[src/rtl/kwdt_pkg.sv]
package kwdt_pkg;

    localparam int ADDR_W = 3;

    typedef enum logic [ADDR_W-1:0] {
        A_KEY1  = 3'd0,
        A_KEY2  = 3'd1,
        A_MATCH = 3'd2,
        A_CTRL  = 3'd3,
        A_STAT  = 3'd4,
        A_CLR   = 3'd5,
        A_COUNT = 3'd6
    } reg_addr_e;

    localparam logic [15:0] KEY_FIRST  = 16'hBABA;
    localparam logic [15:0] KEY_SECOND = 16'hEB10;

    typedef enum logic [1:0] {
        LK_IDLE,
        LK_HALF,
        LK_OPEN
    } lock_state_e;

    typedef struct packed {
        logic rst_en;
        logic cnt_en;
    } wdt_ctrl_t;

    function automatic logic is_guarded(input logic [ADDR_W-1:0] a);
        case (a)
            A_MATCH, A_CTRL, A_STAT: return 1'b1;
            default:                 return 1'b0;
        endcase
    endfunction

endpackage

[src/rtl/kwdt_unlock.sv]
module kwdt_unlock
    import kwdt_pkg::*;
#(
    parameter int DATA_W = 32
) (
    input  logic              clk,
    input  logic              rst,
    input  logic              wr_en,
    input  logic [ADDR_W-1:0] addr,
    input  logic [DATA_W-1:0] wdata,
    output logic              grant,
    output logic              unlocked
);
    lock_state_e state_q, state_d;

    logic first_ok, second_ok;
    assign first_ok  = (wdata == DATA_W'(KEY_FIRST));
    assign second_ok = (wdata == DATA_W'(KEY_SECOND));

    always_comb begin
        state_d = state_q;
        if (wr_en) begin
            case (addr)
                A_KEY1:  state_d = first_ok ? LK_HALF : LK_IDLE;
                A_KEY2:  state_d = (state_q == LK_HALF && second_ok) ? LK_OPEN : LK_IDLE;
                default: state_d = LK_IDLE;
            endcase
        end
    end

    always_ff @(posedge clk) begin
        if (rst) state_q <= LK_IDLE;
        else     state_q <= state_d;
    end

    assign unlocked = (state_q == LK_OPEN);
    assign grant    = wr_en && unlocked && is_guarded(addr);
endmodule

[src/rtl/kwdt_core.sv]
module kwdt_core #(
    parameter int CNT_W = 32
) (
    input  logic             clk,
    input  logic             rst,
    input  logic             cnt_en,
    input  logic             clr,
    input  logic [CNT_W-1:0] match_val,
    output logic [CNT_W-1:0] count,
    output logic             hit
);
    always_ff @(posedge clk) begin
        if (rst)         count <= '0;
        else if (clr)    count <= '0;
        else if (cnt_en) count <= count + 1'b1;
    end

    assign hit = cnt_en && (count == match_val);
endmodule

[src/rtl/kwdt_pulse.sv]
module kwdt_pulse #(
    parameter int RST_CYC = 8
) (
    input  logic clk,
    input  logic rst,
    input  logic trig,
    output logic pulse
);
    localparam int PW = $clog2(RST_CYC + 1);

    logic [PW-1:0] left_q;

    always_ff @(posedge clk) begin
        if (rst)              left_q <= '0;
        else if (trig)        left_q <= PW'(RST_CYC);
        else if (left_q != 0) left_q <= left_q - 1'b1;
    end

    assign pulse = (left_q != '0);
endmodule

[src/rtl/keyed_wdt.sv]
module keyed_wdt
    import kwdt_pkg::*;
#(
    parameter int DATA_W  = 32,
    parameter int CNT_W   = 32,
    parameter int RST_CYC = 8
) (
    input  logic              clk,
    input  logic              rst,
    input  logic              wr_en,
    input  logic [2:0]        addr,
    input  logic [DATA_W-1:0] wdata,
    output logic [DATA_W-1:0] rdata,
    output logic              wdt_rst
);
    logic             grant, unlocked;
    logic [CNT_W-1:0] match_q, count_q;
    wdt_ctrl_t        ctrl_q;
    logic             status_q;
    logic             core_hit, clr_wr;

    kwdt_unlock #(.DATA_W(DATA_W)) u_lock (
        .clk(clk), .rst(rst), .wr_en(wr_en), .addr(addr), .wdata(wdata),
        .grant(grant), .unlocked(unlocked)
    );

    assign clr_wr = wr_en && (addr == A_CLR);

    kwdt_core #(.CNT_W(CNT_W)) u_core (
        .clk(clk), .rst(rst), .cnt_en(ctrl_q.cnt_en), .clr(clr_wr),
        .match_val(match_q), .count(count_q), .hit(core_hit)
    );

    kwdt_pulse #(.RST_CYC(RST_CYC)) u_pulse (
        .clk(clk), .rst(rst), .trig(core_hit && ctrl_q.rst_en), .pulse(wdt_rst)
    );

    always_ff @(posedge clk) begin
        if (rst) begin
            match_q  <= '0;
            ctrl_q   <= '0;
            status_q <= 1'b0;
        end else begin
            if (grant && addr == A_MATCH) match_q <= wdata[CNT_W-1:0];
            if (grant && addr == A_CTRL)  ctrl_q  <= wdt_ctrl_t'(wdata[1:0]);
            if (core_hit)
                status_q <= 1'b1;
            else if (grant && addr == A_STAT && !wdata[0])
                status_q <= 1'b0;
        end
    end

    always_comb begin
        rdata = '0;
        case (addr)
            A_MATCH: rdata = DATA_W'(match_q);
            A_CTRL:  rdata = DATA_W'(ctrl_q);
            A_STAT:  rdata = DATA_W'(status_q);
            A_COUNT: rdata = DATA_W'(count_q);
            default: rdata = '0;
        endcase
    end
endmodule

[config.mk]
export PLATFORM = sky130hd
export DESIGN_NAME = keyed_wdt
export DESIGN_NICKNAME = d
export VERILOG_FILES = /design/src/rtl/kwdt_pkg.sv /design/src/rtl/kwdt_unlock.sv /design/src/rtl/kwdt_core.sv /design/src/rtl/kwdt_pulse.sv /design/src/rtl/keyed_wdt.sv
export SDC_FILE = /design/constraint.sdc
export NUM_CORES = 1
export LEC_CHECK = 0
export BUFFER_PORTS_ARGS = -buffer_cell sky130_fd_sc_hd__buf_2
export CORE_MARGIN = 4
export CORE_UTILIZATION = 30
export CTS_CLUSTER_SIZE = 12
export DETAILED_ROUTE_END_ITERATION = 12
export MAX_ROUTING_LAYER = met4
export SLEW_MARGIN = 40
export SYNTH_ARGS = -nofsm -noshare
export SYNTH_HDL_FRONTEND = slang
export SYNTH_HIERARCHICAL = 1
export SYNTH_SLANG_ARGS = --single-unit
export TNS_END_PERCENT = 1
[constraint.sdc]
create_clock -name clk -period 2.3 [get_ports clk]
set_input_delay 0.115 -clock clk [delete_from_list [all_inputs] [get_ports clk]]
set_output_delay 0.115 -clock clk [all_outputs]
set_load 0.01 [all_outputs]
==> results.yml <==
global_routing:
  grt_busiest_layer: "met2"
  grt_pass1_wl_um: 19200
  grtUsageTotal_pct: 16.5
  grtUsageMet1_pct: 20.9
  use_met3_pct: 2.97
  antenna_found_initial: 0
  met2_usage_pct: 25.8
  grt_pass1_vias: 3795
  grt-ovfl-total: 0
  grt_max_degree: 47
clocking:
  cts.path.max_buffers: 2
  cts_tree: "done"
  clk-insertion-delay-late_ns: 0.34
  clk_pin_slew_worst_paths_ns: 0.06
  cts_made_buffers: 9
  root_buffer: "clkbuf_16"
  postCtsSetupRepairBufs: 0
  numClockSinks: 73
  ctsHoldBuffers: 0
  cts_resized: 0
  htree_num_levels: 3
timing:
  fin_tns_setup_ns: 0
  final.setup_skew_ns: 0.00805
  fmax_ghz: 0.466
  max_slew.worst_pin.slew_ns: 0.791
  setup_violations: 0
  fin_crit_sh_pct: 93.2
  drv_slew: 0
  maxSlewHeadroom_pct: 47.2
  hold_violations: 0
  fin_crit_ns: 2.14
  rsz0062_at_grt: "no"
logic_synthesis:
  synth.avg_cell_area_um2: 8.38
  synthArstFlopShare_pct: 0
  synth_ff_type: "dfxtp_1"
  seq_area_frac_synth_pct: 36.9
  synth-edff-count: 0
  yosysUniqueCellTypes: 49
  syn_inst: 473
  synth_area_um2: 3960
  ys.warnings.count: 6
  syn-num-nets: 514
  ys_ff_latch: 73
detailed_routing:
  num_vias: 3800
  via_per_inst: 5.31
  ant_nets: 0
  drc: 0
  drtPass1Iterations: 4
  wl_um: 11800
  routedWlPerCell_um: 16.5
  drt_iter0_drc: 261
hold_path:
  whs_path_depth: 3
  holdPathEnd: "match_q[22]$_SDFFE_PP0P_"
  holdCritPathClass: "primary input to flip-flop"
  hp-start: "wdata[22]"
power:
  ir_drop_mv: 0.549
  leakage_nw: 2.01
  p_per_area_nw_per_um2: 630
die:
  io_pins: 71
  row_count: 41
  die_x_um: 123
  die_area_um2: 15100
  start_util_pct: 31.0
  fp.coreArea_um2: 12800
  die_h_um: 123
outcome:
  status: "completed"
critical_path:
  cp.required_ns: 2.56
  reg2reg_slack_ns: 0.16
  crit_path_max_fanout: 10
  worstSetupPathType: "flip-flop to flip-flop"
  cp_data_arrival_time_ns: 2.40
  crit_path_end_kind: "flip-flop"
  r2r-start: "u_core/count[1]$_SDFFE_PP0P_"
  worst_r2r_path_depth: 5
  r2r_end: "u_core/count[24]$_SDFFE_PP0P_"
  start_kind: "flip-flop"
placed_design:
  place_inst: 701
  post_dp_cell_area_um2: 4500
  hpwlAfterDp_um: 8820
  gp_congestion: 0.818
  io_buffer_count: 70
layout:
  drive_above_1_share_pct: 21.0
  post_layout_nonfiller_instances: 716
  antenna_cells: 0
  layout.nets: 581
  area_growth_pct: 21.1
  finish.instance_area_um2: 4800
job:
  drv_cap: 0
## worst max-delay path: stages, from the launching register on
cell and delay (ns):
dfxtp_1 0.45, ha_1 0.25, and4_1 0.39, nand4_2 0.31, or4_1 0.49, a21oi_1 0.17
## cells by family after synthesis
| group | after synthesis | synth area share (%) |
|---|---|---|
| xor+xnor | 44 | 9.73 |
| flops | 73 | 36.9 |
| mux | 10 | 2.56 |
| buf+inv | 37 | 4.86 |
| compound gates | 106 | 17.7 |
| fa+ha+maj | 3 | 0.947 |
| simple gates | 200 | 27.3 |
## flip-flops by register name, summed over array words and instances (netlist names)
signal          flops
status_q            1
u_lock/state_q      2
ctrl_q              2
u_core/count       32
u_pulse/left_q      4
match_q            32
## synth_stat cells (3+ instances only)
master    count  area share [%]
buf_4         3            0.57
nor4_1       11             1.7
clkbuf_1     12             1.1
nand4b_1      3            0.66
inv_1         7            0.66
or4_1        13             2.5
a22o_1       30             6.6
buf_6         4             1.1
dfxtp_1      73              37
o31ai_1      11             2.1
and2_1        4            0.63
and4_1        5             1.1
nor2_1       20             1.9
or3_1         9             1.4
xor2_1       36             8.0
and3_1        5            0.79
buf_2         9             1.1
ha_1          3            0.95
mux2i_1       9             2.3
o21ai_0       8             1.0
xnor2_1       8             1.8
nor3_1        9             1.1
nand4_1      11             1.7
nand2_1      78             7.4
a21oi_1      52             6.6
nand3_1      13             1.6
## cells in the final DEF, fill, tap and decap left out, types with 11 or more instances in the layout
cell and n:
a21oi_1 52, a22o_1 30, buf_2 70, buf_4 16
dfxtp_1 73, nand2_1 78, nand3_1 13, nand4_1 11
nor2_1 19, nor4_1 11, o31ai_1 11, or4_1 13
xor2_1 36
## layer usage
layer,share of wire (%),vias up
met2,47,100
met5,0,-
met1,45,1812
met4,3.8,0
met3,3.5,35
li1,-,1853
## metrics by stage
step                setup WS, ns  power, mW  util [%]  hold WS (ns)
finish                     0.156       3.02      37.6        0.0282
global route              0.0339       3.14      37.6        0.0322
CTS                        0.207       3.05      37.6        0.0223
detailed placement         0.199       1.65      35.3         0.374
global placement           0.266       1.63      35.3         0.372
floorplan                  0.607       1.55         -         0.184
## where the power goes
part / total (mW) / internal (mW) / leakage [nW] / switching (mW)
Clock: 1.40 / 0.861 / 0.144 / 0.541
Combinational: 0.303 / 0.131 / 1.28 / 0.172
Sequential: 1.32 / 1.29 / 0.589 / 0.0217
Total: 3.02 / 2.29 / 2.01 / 0.735
## worst max path at each step
stage,startpoint,endpoint,slack [ns]
floorplan,u_core/count[0]$_SDFFE_PP0P_,u_core/count[28]$_SDFFE_PP0P_,0.61
detailed placement,u_core/count[0]$_SDFFE_PP0P_,u_core/count[24]$_SDFFE_PP0P_,0.20
finish,u_core/count[1]$_SDFFE_PP0P_,u_core/count[24]$_SDFFE_PP0P_,0.16
global route,u_lock/state_q[1]$_SDFFE_PP0P_,match_q[3]$_SDFFE_PP0P_,0.03
CTS,u_core/count[0]$_SDFFE_PP0P_,u_core/count[24]$_SDFFE_PP0P_,0.21
global placement,u_core/count[1]$_SDFFE_PP0P_,u_core/count[24]$_SDFFE_PP0P_,0.27
## final cells by class
type | instances | area [um2]
clock buffers | 10 | 239
clock inverters | 5 | 56.3
fillers | 1319 | 7970
inverters | 7 | 26.3
multi-input cells | 363 | 2330
flip-flops and latches | 73 | 1460
well taps | 172 | 215
repair buffers | 86 | 470
No activity file was read; power rests on OpenSTA's default activity.
